[config.mk]
export PLATFORM = sky130hd
export DESIGN_NAME = pad_cfg_bank
export DESIGN_NICKNAME = d
export VERILOG_FILES = /design/src/rtl/pad_cfg_pkg.sv /design/src/rtl/pad_cfg_lock.sv /design/src/rtl/pad_cfg_commit.sv /design/src/rtl/pad_cfg_pin.sv /design/src/rtl/pad_cfg_bank.sv
export SDC_FILE = /design/constraint.sdc
export NUM_CORES = 1
export LEC_CHECK = 0
export BUFFER_PORTS_ARGS = -buffer_cell sky130_fd_sc_hd__buf_4
export CAP_MARGIN = 10
export CORE_MARGIN = 4
export CORE_UTILIZATION = 55
export DETAILED_ROUTE_END_ITERATION = 10
export PLACE_DENSITY = 0.91
export SKIP_LAST_GASP = 1
export SLEW_MARGIN = 15
export SYNTH_ARGS = -nofsm -noshare
export SYNTH_HDL_FRONTEND = slang
export SYNTH_SLANG_ARGS = --single-unit
[constraint.sdc]
create_clock -name clk_i -period 2 [get_ports clk_i]
set_input_delay 0.1 -clock clk_i [delete_from_list [all_inputs] [get_ports clk_i]]
set_output_delay 0.1 -clock clk_i [all_outputs]
set_load 0.02 [all_outputs]
[src/rtl/pad_cfg_pkg.sv]
package pad_cfg_pkg;
  localparam logic [31:0] UNLOCK_KEY = 32'h4C4F_434B;

  localparam int unsigned OFS_DIR    = 0;
  localparam int unsigned OFS_ALT    = 1;
  localparam int unsigned OFS_PU     = 2;
  localparam int unsigned OFS_PD     = 3;
  localparam int unsigned OFS_DEN    = 4;
  localparam int unsigned OFS_LOCK   = 5;
  localparam int unsigned OFS_COMMIT = 6;

  typedef struct packed {
    logic dir;
    logic alt;
    logic pu;
    logic pd;
    logic den;
    logic lock;
    logic commit;
  } wr_sel_t;
endpackage

[src/rtl/pad_cfg_lock.sv]
module pad_cfg_lock
  import pad_cfg_pkg::*;
(
  input  logic        clk_i,
  input  logic        rst_ni,
  input  logic        wr_i,
  input  logic [31:0] wdata_i,
  output logic        locked_o
);
  always_ff @(posedge clk_i or negedge rst_ni) begin
    if (!rst_ni)   locked_o <= 1'b1;
    else if (wr_i) locked_o <= (wdata_i != UNLOCK_KEY);
  end
endmodule

[src/rtl/pad_cfg_commit.sv]
module pad_cfg_commit #(
  parameter int unsigned NPIN = 8,
  parameter logic [NPIN-1:0] RST_VAL = '1
) (
  input  logic            clk_i,
  input  logic            rst_ni,
  input  logic            wr_i,
  input  logic            locked_i,
  input  logic [NPIN-1:0] wdata_i,
  output logic [NPIN-1:0] commit_o
);
  always_ff @(posedge clk_i or negedge rst_ni) begin
    if (!rst_ni)                commit_o <= RST_VAL;
    else if (wr_i && !locked_i) commit_o <= wdata_i;
  end
endmodule

[src/rtl/pad_cfg_pin.sv]
module pad_cfg_pin (
  input  logic clk_i,
  input  logic rst_ni,
  input  logic commit_i,
  input  logic wr_alt_i,
  input  logic wr_pu_i,
  input  logic wr_pd_i,
  input  logic wr_den_i,
  input  logic wbit_i,
  output logic alt_o,
  output logic pu_o,
  output logic pd_o,
  output logic den_o
);
  always_ff @(posedge clk_i or negedge rst_ni) begin
    if (!rst_ni) begin
      alt_o <= 1'b0;
      pu_o  <= 1'b0;
      pd_o  <= 1'b0;
      den_o <= 1'b0;
    end else if (commit_i) begin
      if (wr_alt_i) alt_o <= wbit_i;
      if (wr_den_i) den_o <= wbit_i;
      // pulls are exclusive: setting one drops the other
      if (wr_pu_i) begin
        pu_o <= wbit_i;
        if (wbit_i) pd_o <= 1'b0;
      end
      if (wr_pd_i) begin
        pd_o <= wbit_i;
        if (wbit_i) pu_o <= 1'b0;
      end
    end
  end
endmodule

[src/rtl/pad_cfg_bank.sv]
module pad_cfg_bank
  import pad_cfg_pkg::*;
#(
  parameter int unsigned NPIN = 8,
  parameter int unsigned ADDR_W = 4,
  parameter int unsigned DW = 32,
  parameter logic [NPIN-1:0] COMMIT_RST = '1
) (
  input  logic              clk_i,
  input  logic              rst_ni,
  input  logic              wr_en_i,
  input  logic              rd_en_i,
  input  logic [ADDR_W-1:0] addr_i,
  input  logic [DW-1:0]     wdata_i,
  output logic [DW-1:0]     rdata_o,
  output logic              rvalid_o,
  output logic [NPIN-1:0]   dir_o,
  output logic [NPIN-1:0]   alt_o,
  output logic [NPIN-1:0]   pu_o,
  output logic [NPIN-1:0]   pd_o,
  output logic [NPIN-1:0]   den_o
);
  localparam logic [ADDR_W-1:0] A_DIR    = ADDR_W'(OFS_DIR);
  localparam logic [ADDR_W-1:0] A_ALT    = ADDR_W'(OFS_ALT);
  localparam logic [ADDR_W-1:0] A_PU     = ADDR_W'(OFS_PU);
  localparam logic [ADDR_W-1:0] A_PD     = ADDR_W'(OFS_PD);
  localparam logic [ADDR_W-1:0] A_DEN    = ADDR_W'(OFS_DEN);
  localparam logic [ADDR_W-1:0] A_LOCK   = ADDR_W'(OFS_LOCK);
  localparam logic [ADDR_W-1:0] A_COMMIT = ADDR_W'(OFS_COMMIT);

  wr_sel_t         wsel;
  logic            locked_q;
  logic [NPIN-1:0] commit_q;
  logic [DW-1:0]   rd_mux;

  always_comb begin
    wsel        = '0;
    wsel.dir    = wr_en_i && (addr_i == A_DIR);
    wsel.alt    = wr_en_i && (addr_i == A_ALT);
    wsel.pu     = wr_en_i && (addr_i == A_PU);
    wsel.pd     = wr_en_i && (addr_i == A_PD);
    wsel.den    = wr_en_i && (addr_i == A_DEN);
    wsel.lock   = wr_en_i && (addr_i == A_LOCK);
    wsel.commit = wr_en_i && (addr_i == A_COMMIT);
  end

  pad_cfg_lock u_lock (
    .clk_i    (clk_i),
    .rst_ni   (rst_ni),
    .wr_i     (wsel.lock),
    .wdata_i  (wdata_i),
    .locked_o (locked_q)
  );

  pad_cfg_commit #(.NPIN(NPIN), .RST_VAL(COMMIT_RST)) u_commit (
    .clk_i    (clk_i),
    .rst_ni   (rst_ni),
    .wr_i     (wsel.commit),
    .locked_i (locked_q),
    .wdata_i  (wdata_i[NPIN-1:0]),
    .commit_o (commit_q)
  );

  // direction is free of lock and commit
  always_ff @(posedge clk_i or negedge rst_ni) begin
    if (!rst_ni)       dir_o <= '0;
    else if (wsel.dir) dir_o <= wdata_i[NPIN-1:0];
  end

  for (genvar p = 0; p < NPIN; p++) begin : g_pin
    pad_cfg_pin u_pin (
      .clk_i    (clk_i),
      .rst_ni   (rst_ni),
      .commit_i (commit_q[p]),
      .wr_alt_i (wsel.alt),
      .wr_pu_i  (wsel.pu),
      .wr_pd_i  (wsel.pd),
      .wr_den_i (wsel.den),
      .wbit_i   (wdata_i[p]),
      .alt_o    (alt_o[p]),
      .pu_o     (pu_o[p]),
      .pd_o     (pd_o[p]),
      .den_o    (den_o[p])
    );
  end

  always_comb begin
    unique case (addr_i)
      A_DIR:    rd_mux = DW'(dir_o);
      A_ALT:    rd_mux = DW'(alt_o);
      A_PU:     rd_mux = DW'(pu_o);
      A_PD:     rd_mux = DW'(pd_o);
      A_DEN:    rd_mux = DW'(den_o);
      A_LOCK:   rd_mux = DW'(locked_q);
      A_COMMIT: rd_mux = DW'(commit_q);
      default:  rd_mux = '0;
    endcase
  end

  always_ff @(posedge clk_i or negedge rst_ni) begin
    if (!rst_ni) begin
      rdata_o  <= '0;
      rvalid_o <= 1'b0;
    end else begin
      rvalid_o <= rd_en_i;
      if (rd_en_i) rdata_o <= rd_mux;
    end
  end
endmodule

==> metrics.csv, run 1 <==
stage,metric,value,unit
floorplanning,start_util,58.1,%
placement,globalplace.congestion,0.843,
sta,fmax,713,MHz
sta,drv_slew,0,
sta,finalSetupTns,0,ps
clock_network,clockRootBuffer,clkbuf_8,
logic_synthesis,ys_seq_area_share,41.6,%
sta,hold_violations,0,
min_path,worstHoldPathType,in -> reg,
routing,via_per_inst,5.77,
finish,diodes,0,
routing,routedWlPerCell,18.6,um
finish,nNetsFinal,437,
grt,grt_pass1_vias,2729,
pwr,powerDensity,1050,mW/mm^2
routing,final_antenna_net_count,0,
pwr,peakVddDrop,0.612,mV
floorplanning,core_area,0.00606,mm^2
grt,met2_usage,39.0,%
critical_path,r2r-end,u_commit.commit_o[4],
routing,num_vias,2752,
finish,final_cells,477,
critical_path,critPathCapture,u_commit.commit_o[4],
grt,grtUsageMet3,5.55,%
sta,min_period,1400,ps
grt,track_usage,23.7,%
routing,drtIter0Drc,224,
sta,holdWs,57.8,ps
sta,slew_headroom,51.6,%
logic_synthesis,synth-seq-cells,58,
logic_synthesis,avgSynthCellArea,10.1,um^2
critical_path,cp-startpoint,u_lock.locked_o,
clock_network,cts_buffer_depth,2,
pwr,p_leak,2.00,nW
critical_path,end_kind,flip-flop,
clock_network,post_cts_buffers,0,
floorplanning,die_h,88.0,um
finish,synthToLayoutAreaGrowth,17.3,%
critical_path,cp.required,2270,ps
outcome,outcome,finished clean,
routing,wirelength,8.85,mm
clock_network,htree_levels,3,
critical_path,r2r_cells,2,
sta,tightest_slew,725,ps
finish,n_fill_cell,448,
clock_network,cts_num_sinks,58,
finish,regArea,0.00146,mm^2
grt,overflow,0,
placement,pre_cts_slack,284,ps
floorplanning,die_x,88.0,um
critical_path,cp_max_fo,8,
placement,portBuffers,88,
logic_synthesis,synth_flop_cell,dfrtp_1,
floorplanning,dieArea,0.00774,mm^2
finish,multi_input_area,0.00155,mm^2
critical_path,arrival,1670,ps
grt,grt_pass1_wl,13.8,mm
clock_network,clk_latency,350,ps
logic_synthesis,synth.distinct_cells,45,
logic_synthesis,syn_inst,350,
sta,setup_violations,0,
grt,use_met1,29.7,%
grt,grt_max_degree,59,
clock_network,cts_made_buffers,9,
logic_synthesis,synth_area,0.00352,mm^2
logic_synthesis,synth_edf_count,0,
finish,final_common_cell,buf_4,
critical_path,criticalPathCategory,reg -> reg,
floorplanning,io_pins,113,
clock_network,cts_tree,yes,
finish,layout_common_cells,"97 x buf_4, 49 x dfrtp_1, 41 x a21oi_1",
sta,rsz0062_at_grt,false,
placement,dp.cells,459,
job,maxCapViolCount,0,
placement,hpwl,6.31,mm
logic_synthesis,ys.warnings.count,0,
finish,utilization,68.1,%
routing,firstDrtPassIters,4,
routing,drc,0,
sta,post-route-period-util,70.1,%
grt,grt_busiest_layer,met2,
critical_path,rr_startpoint,u_lock.locked_o,
logic_synthesis,synthArstFlopShare,100,%
floorplanning,num_rows,28,
clock_network,clk_pin_slew,80,ps
sta,layout_setup_ws,598,ps
min_path,hold_depth,2,
critical_path,crit_path_start_kind,flip-flop,
finish,drive_above_1_share,39.6,%
grt,antenna_found_initial,0,
critical_path,r2r_setup_slack,600,ps
sta,clock_skew,11.7,ps
-- synthesized netlist by cell type (2+ instances only) --
| master | n | share of area [%] |
|---|---|---|
| a211oi_1 | 3 | 0.64 |
| a21oi_1 | 41 | 5.8 |
| a22oi_1 | 3 | 0.64 |
| and3_1 | 3 | 0.53 |
| buf_1 | 5 | 0.53 |
| buf_2 | 8 | 1.1 |
| buf_4 | 56 | 12 |
| buf_6 | 2 | 0.64 |
| clkbuf_1 | 15 | 1.6 |
| dfrtp_1 | 49 | 35 |
| dfstp_2 | 9 | 6.7 |
| inv_1 | 8 | 0.85 |
| mux2_2 | 25 | 8.0 |
| mux2_4 | 8 | 3.4 |
| mux2i_1 | 26 | 7.4 |
| nand2_1 | 21 | 2.2 |
| nand2b_1 | 4 | 0.71 |
| nand3_1 | 7 | 1.0 |
| nand3b_1 | 3 | 0.64 |
| nand4_1 | 2 | 0.36 |
| nor2_1 | 10 | 1.1 |
| nor2b_1 | 2 | 0.36 |
| nor4b_1 | 2 | 0.50 |
| nor4bb_1 | 2 | 0.57 |
| o21ai_0 | 5 | 0.71 |
| o22ai_1 | 9 | 1.6 |
| o31a_1 | 2 | 0.50 |
| o32a_1 | 2 | 0.57 |
| or3_1 | 2 | 0.36 |
-- what timing repair did --
action,4_1_cts,5_1_grt
hold endpoints to repair,50,0
hold buffers,2,0
gates resized for setup,0,0
-- metal layers --
metal | routed length (um) | vias up | share of wire [%]
li1 | - | 1243 | -
met1 | 3580 | 1355 | 40
met2 | 4370 | 137 | 49
met3 | 728 | 17 | 8.2
met4 | 173 | 0 | 2.0
met5 | 0 | - | 0
-- registers in the layout, summed over array words and instances (netlist names) --
signal / flops
dir_o: 8
g_pin.u_pin.alt_o: 8
g_pin.u_pin.den_o: 8
g_pin.u_pin.pd_o: 8
g_pin.u_pin.pu_o: 8
rdata_o: 8
rvalid_o: 1
u_commit.commit_o: 8
u_lock.locked_o: 1
-- per-stage QoR --
stage | power (mW) | instance area, um^2
finish | 4.33 | 4130
global route | 4.52 | 4130
floorplan | 2.73 | 3600
detailed placement | 3.04 | 3870
CTS | 4.33 | 4130
global placement | 2.99 | 3870
-- cell type report --
class	instances	area share, %
well taps	75	2.27
inverters	8	0.728
flip-flops and latches	58	35.4
clock inverters	4	1.76
repair buffers	99	18.1
multi-input cells	221	37.7
clock buffers	12	4.00
-- report_power, final --
| group | switching [mW] | internal, mW | total (mW) |
|---|---|---|---|
| sequential | 0.287 | 1.47 | 1.76 |
| clock | 0.496 | 0.801 | 1.30 |
| combinational | 0.677 | 0.596 | 1.27 |
| total | 1.46 | 2.87 | 4.33 |
-- critical path: stages, from the launching register on --
cell and delay, ps:
dfstp_2 560, or3_1 370, mux2_2 400
-- logic make-up (layout without fill, tap and decap cells) --
| logic type | after synthesis | count (layout) | synth area share (%) |
|---|---|---|---|
| AO/OA/AOI/OAI | 69 | 69 | 11.5 |
| other | 1 | 24 | 0.107 |
| buffers and inverters | 94 | 123 | 16.7 |
| flip-flops | 58 | 58 | 41.6 |
| AND/OR/NAND/NOR | 68 | 68 | 10.6 |
| multiplexers | 60 | 60 | 19.5 |
-- how the worst min path moves through the flow --
stage               startpoint                   end
CTS                 wdata_i[4]              dir_o[4]
floorplan               rst_ni              dir_o[0]
finish              wdata_i[6]  g_pin[6].u_pin.alt_o
global route        wdata_i[1]              dir_o[1]
detailed placement      rst_ni   g_pin[3].u_pin.pu_o
global placement        rst_ni   g_pin[3].u_pin.pd_o
Note: power is estimated with default switching activity, not from simulation.
==> run 2, diff against run 1 <==
--- a/config.mk
+++ b/config.mk
@@ -5,12 +5,13 @@
 export SDC_FILE = /design/constraint.sdc
 export NUM_CORES = 1
 export LEC_CHECK = 0
+export ABC_AREA = 1
 export BUFFER_PORTS_ARGS = -buffer_cell sky130_fd_sc_hd__buf_4
 export CAP_MARGIN = 10
 export CORE_MARGIN = 4
-export CORE_UTILIZATION = 55
+export CORE_UTILIZATION = 51
 export DETAILED_ROUTE_END_ITERATION = 10
-export PLACE_DENSITY = 0.91
+export PLACE_DENSITY = 0.86
 export SKIP_LAST_GASP = 1
 export SLEW_MARGIN = 15
 export SYNTH_ARGS = -nofsm -noshare
==> constraint.sdc (replaced) <==
create_clock -name clk_i -period 1.4 [get_ports clk_i]
set_input_delay 0.07 -clock clk_i [delete_from_list [all_inputs] [get_ports clk_i]]
set_output_delay 0.07 -clock clk_i [all_outputs]
set_load 0.02 [all_outputs]
==> run 2 against run 1 <==
  * Combinational power increased by 33%
  * Worst hold slack got worse by 44 ps
  * Final area increased by 4.1%
  * Sequential cell count unchanged
  * Power increased by 29%
  * Clock-buffer cell count decreased by 1
  * Synthesized cell count increased by 35%
  * Synthesized area decreased by 0.60%
  * Clock skew decreased by 2.0 ps
  * Register-to-register slack got worse by 330 ps
  * First-iteration DRC count increased by 17%
  * Critical path type unchanged
==> metrics.csv, run 2 <==
stage,metric,value,unit
logic_synthesis,yosysMostFrequentCell,nand2_1,
critical_path,cp.required,1650,ps
clock_network,post_cts_buffers,0,
sta,layout_setup_ws,270,ps
clock_network,clk_pin_slew,70,ps
sta,hold_violations,0,
sta,finalSetupTns,0,ps
logic_synthesis,synthTopCellsByArea,"dfrtp_1 35%, nand2_1 15%, buf_4 12%",
sta,clock_skew,9.70,ps
floorplanning,core_area,0.00649,mm^2
placement,pre_cts_slack,139,ps
placement,portBuffers,88,
finish,nNetsFinal,600,
logic_synthesis,avgSynthCellArea,7.38,um^2
grt,grt_pass1_vias,3309,
min_path,min-delay-start,wdata_i[1],
critical_path,cp-startpoint,u_lock.locked_o,
pwr,power_frac_clock,24.3,%
critical_path,r2r_setup_slack,270,ps
clock_network,ctsHoldBuffers,8,
min_path,worstHoldPathType,in -> reg,
grt,track_usage,23.7,%
sta,post-route-period-util,80.7,%
pwr,peakVddDrop,0.607,mV
finish,final_common_cell,nand2_1,
min_path,hold_end,dir_o[1],
logic_synthesis,synth_top_area_share,35.1,%
placement,globalplace.congestion,0.887,
finish,drive_above_1_share,27.6,%
pwr,p_int,3.47,mW
clock_network,clk_latency,350,ps
logic_synthesis,synth_flop_cell,dfrtp_1,
pwr,p_leak,2.32,nW
logic_synthesis,synth_top_cell_by_area,dfrtp_1,
logic_synthesis,synth_edf_count,0,
placement,hpwl,7.11,mm
min_path,hold_depth,3,
job,maxCapViolCount,0,
critical_path,r2r-end,u_commit.commit_o[1],
grt,grt_pass1_wl,15.6,mm
sta,drv_slew,0,
floorplanning,die_h,90.8,um
routing,final_antenna_net_count,0,
sta,min_period,1130,ps
logic_synthesis,syn_inst,474,
routing,drtIter0Drc,262,
clock_network,htree_levels,3,
clock_network,cts_num_sinks,58,
outcome,outcome,finished clean,
critical_path,arrival,1380,ps
floorplanning,die_x,90.8,um
logic_synthesis,ys.warnings.count,0,
floorplanning,io_pins,113,
finish,diodes,0,
logic_synthesis,synth_area,0.00350,mm^2
finish,n_fill_cell,544,
critical_path,criticalPathCategory,reg -> reg,
routing,via_per_inst,5.23,
floorplanning,start_util,53.8,%
clock_network,cts_made_buffers,9,
sta,fmax,885,MHz
grt,grt_max_degree,59,
finish,regArea,0.00146,mm^2
clock_network,cts_tree,yes,
critical_path,r2r_cells,3,
critical_path,crit_path_start_kind,flip-flop,
floorplanning,num_rows,29,
sta,rsz0062_at_grt,false,
critical_path,rr_startpoint,u_lock.locked_o,
critical_path,end_kind,flip-flop,
logic_synthesis,synth-seq-cells,58,
logic_synthesis,synthArstFlopShare,100,%
finish,synthToLayoutAreaGrowth,22.8,%
pwr,switching_share,37.6,%
finish,layout_common_cells,"136 x nand2_1, 110 x buf_4, 61 x nand3_1",
finish,multi_input_area,0.00148,mm^2
logic_synthesis,synth.distinct_cells,23,
logic_synthesis,post_synth_most_frequent_cells,"136 x nand2_1, 61 x nand3_1, 56 x buf_4, 49 x dfrtp_1, 46 x nor2_1",
pwr,powerDensity,1300,mW/mm^2
critical_path,cp_max_fo,10,
grt,overflow,0,
logic_synthesis,ys_seq_area_share,41.8,%
routing,routedWlPerCell,14.9,um
clock_network,cts_resized,0,
pwr,power_frac_seq,45.4,%
routing,num_vias,3355,
pwr,power.switching,2.10,mW
grt,antenna_found_initial,0,
clock_network,clockRootBuffer,clkbuf_8,
sta,setup_violations,0,
clock_network,cts_buffer_depth,2,
floorplanning,dieArea,0.00825,mm^2
routing,wirelength,9.56,mm
pwr,combPwrFrac,30.3,%
routing,firstDrtPassIters,5,
routing,drc,0,
[run 2: cell count changes after synthesis, sizes merged, moves of 25 or more]
cell | before | now
a21oi | 41 | 8
inv | 8 | 42
mux2 | 33 | 0
mux2i | 26 | 0
nand2 | 21 | 138
nand3 | 7 | 69
nor2 | 10 | 55
o21ai | 5 | 30
[run 2: worst max path at each step]
stage | end | slack, ps | depth (start not counted)
global placement | u_commit.commit_o[5] | 230 | 7
floorplan | dir_o[1] | 370 | 5
global route | u_lock.locked_o | 190 | 10
finish | u_commit.commit_o[1] | 270 | 3
detailed placement | u_commit.commit_o[1] | 140 | 8
CTS | u_lock.locked_o | 270 | 10
[run 2: kinds of logic after synthesis]
logic type | share of synthesized area (%)
simple gates | 33.8
other cells | 0.107
compound gates | 5.87
buf+inv | 18.4
flops | 41.8
[run 2: final cells by class]
cell class	instances	area share, %
multi-input combinational	329	34.4
sequential	58	34.1
timing repair buffer	119	21.6
inverter	43	3.76
clock buffer	11	3.29
tap	77	2.24
clock inverter	5	0.699
[run 2: metrics by stage]
step | instances | hold slack, ps | utilization (%) | total power, mW | area [um^2]
floorplan | 497 | -226 | - | 3.68 | 3580
global placement | 618 | 79.9 | 62.2 | 4.16 | 4040
detailed placement | 618 | 79.3 | 62.2 | 4.21 | 4040
CTS | 642 | 2.41 | 66.1 | 5.57 | 4290
global route | 642 | 24.4 | 66.1 | 5.86 | 4290
finish | 642 | 13.9 | 66.1 | 5.57 | 4290
[run 2: metal layers]
layer  track usage (%)  vias to the layer above  share of wire [%]
met3              7.75                       25                 11
li1                  -                     1583                  -
met2              40.3                      195                 49
met1              27.7                     1552                 38
met4              8.92                        0                2.1
met5                 0                        -                  0
[run 2: power by group through the flow]
| stage | registers (mW) | clock network, mW | logic, mW |
|---|---|---|---|
| global route | 2.59 | 1.44 | 1.83 |
| finish | 2.53 | 1.35 | 1.69 |
| global placement | 2.53 | 0 | 1.62 |
| floorplan | 2.51 | 0 | 1.17 |
| detailed placement | 2.54 | 0 | 1.67 |
| CTS | 2.52 | 1.37 | 1.69 |
[run 2: critical path: stages (launching register included)]
cell and delay [ps]:
dfstp_2 570, nor3_4 60, buf_4 190, o21ai_0 210
==> run 3, diff against run 2 <==
==> constraint.sdc (replaced) <==
create_clock -name clk_i -period 1.06 [get_ports clk_i]
set_input_delay 0.053 -clock clk_i [delete_from_list [all_inputs] [get_ports clk_i]]
set_output_delay 0.053 -clock clk_i [all_outputs]
set_load 0.02 [all_outputs]
==> run 3 against run 2 <==
  * Power up 35%
  * Sequential share of layout area down 1.8 points
  * Core utilization up 3.7 points
  * Wire length up 7.3%
  * Critical path type unchanged
==> metrics.csv, run 3 (synthesis results as in run 2) <==
stage,metric,value,unit
outcome,outcome,finished clean,
pwr,combPwrFrac,34.2,%
placement,globalplace.congestion,0.937,
routing,firstDrtPassIters,6,
critical_path,rr_startpoint,u_commit.commit_o[5],
job,maxCapViolCount,0,
critical_path,criticalPathCategory,reg -> reg,
pwr,p_leak,2.44,nW
floorplanning,num_rows,29,
floorplanning,dieArea,0.00825,mm^2
min_path,hold_depth,3,
clock_network,cts_num_sinks,58,
clock_network,clk_latency,350,ps
critical_path,r2r_setup_slack,10,ps
finish,drive_above_1_share,31.5,%
critical_path,arrival,1290,ps
pwr,power_frac_clock,22.2,%
clock_network,clk_pin_slew,60,ps
finish,final_common_cell,nand2_1,
pwr,p_int,4.77,mW
pwr,switching_share,36.7,%
sta,hold_violations,0,
routing,via_per_inst,5.28,
grt,antenna_found_initial,0,
floorplanning,die_x,90.8,um
min_path,min-delay-start,wdata_i[2],
clock_network,cts_buffer_depth,2,
grt,grt_pass1_wl,16.2,mm
placement,portBuffers,88,
pwr,power.switching,2.77,mW
clock_network,cts_tree,yes,
routing,drtIter0Drc,315,
floorplanning,start_util,53.8,%
clock_network,clockRootBuffer,clkbuf_8,
sta,fmax,953,MHz
floorplanning,core_area,0.00649,mm^2
critical_path,r2r_cells,4,
finish,layout_common_cells,"135 x nand2_1, 129 x buf_4, 59 x nand3_1",
clock_network,cts_made_buffers,9,
critical_path,end_kind,flip-flop,
critical_path,r2r-end,g_pin[5].u_pin.pd_o,
clock_network,htree_levels,3,
grt,track_usage,24.6,%
min_path,worstHoldPathType,in -> reg,
routing,num_vias,3524,
sta,layout_setup_ws,11.2,ps
floorplanning,die_h,90.8,um
placement,hpwl,7.54,mm
critical_path,cp_max_fo,6,
grt,overflow,0,
finish,diodes,0,
sta,min_period,1050,ps
pwr,power_frac_seq,43.6,%
routing,final_antenna_net_count,0,
sta,rsz0062_at_grt,true,
grt,grt_pass1_vias,3320,
pwr,peakVddDrop,0.710,mV
min_path,hold_end,g_pin[2].u_pin.pd_o,
finish,n_fill_cell,491,
finish,nNetsFinal,626,
grt,grt_max_degree,25,
sta,clock_skew,7.53,ps
critical_path,crit_path_start_kind,flip-flop,
routing,routedWlPerCell,15.4,um
sta,post-route-period-util,98.9,%
sta,setup_violations,0,
finish,synthToLayoutAreaGrowth,29.6,%
critical_path,cp.required,1300,ps
floorplanning,io_pins,113,
routing,wirelength,10.3,mm
sta,finalSetupTns,0,ps
sta,drv_slew,0,
placement,pre_cts_slack,-120,ps
pwr,powerDensity,1660,mW/mm^2
routing,drc,0,
run 3: worst max-delay path, stage by stage, from the launching register on:
cell     delay (ps)
dfstp_2         590
buf_4           130
nand3_2          80
nand3_1          90
nand2_1          50
run 3: final cells by class:
| cell class | count | area [um^2] | share of cell area [%] |
|---|---|---|---|
| clock buffer | 16 | 150 | 3.31 |
| timing repair buffer | 145 | 1160 | 25.7 |
| multi-input combinational | 329 | 1500 | 33.1 |
| inverter | 43 | 161 | 3.56 |
| tap | 77 | 96.3 | 2.13 |
| sequential | 58 | 1460 | 32.3 |
run 3: power by group through the flow:
| stage | Clock, mW | Sequential (mW) | Combinational, mW |
|---|---|---|---|
| after floorplan | 0 | 3.32 | 1.54 |
| after global placement | 0 | 3.32 | 2.17 |
| after CTS | 1.68 | 3.28 | 2.35 |
| after global routing | 1.81 | 3.35 | 2.78 |
| after detailed placement | 0 | 3.35 | 2.24 |
| final | 1.68 | 3.29 | 2.58 |
run 3: layer usage:
layer | vias to the layer above | global-route usage, % | wire length (um)
met1 | 1605 | 29.6 | 3730
met3 | 40 | 7.33 | 1200
li1 | 1642 | - | -
met4 | 0 | 7.54 | 236
met2 | 237 | 42.4 | 5090
met5 | - | 0 | 0
run 3: stage by stage:
step	cell area (um^2)	hold WS (ps)	instances	utilization, %	total power, mW
floorplan	3580	-243	497	-	4.86
global placement	4160	-29.2	632	64.1	5.49
detailed placement	4160	-22.2	632	64.1	5.59
CTS	4410	0.780	659	67.9	7.32
global route	4530	13.0	668	69.8	7.94
finish	4530	12.4	668	69.8	7.54
run 3: how the worst max path moves through the flow:
stage                    startpoint                  end  slack [ps]  cells after the start
2_1_floorplan  u_commit.commit_o[0]           rdata_o[0]          30                      7
3_3_place_gp              addr_i[3]           rdata_o[3]         -40                      9
3_5_place_dp              addr_i[1]  g_pin[2].u_pin.pd_o        -120                      9
4_1_cts        u_commit.commit_o[5]           rdata_o[5]          -1                      6
5_1_grt        u_commit.commit_o[0]           rdata_o[0]         -40                      6
6_report       u_commit.commit_o[5]  g_pin[5].u_pin.pd_o          10                      4
run 3: timing repair:
action	CTS	global route
pin swaps	0	13
setup endpoints to repair	4	13
hold buffers	8	1
cloned	0	0
endpoints found under the hold margin	64	1
buffers inserted	3	8
gates resized for setup	2	17
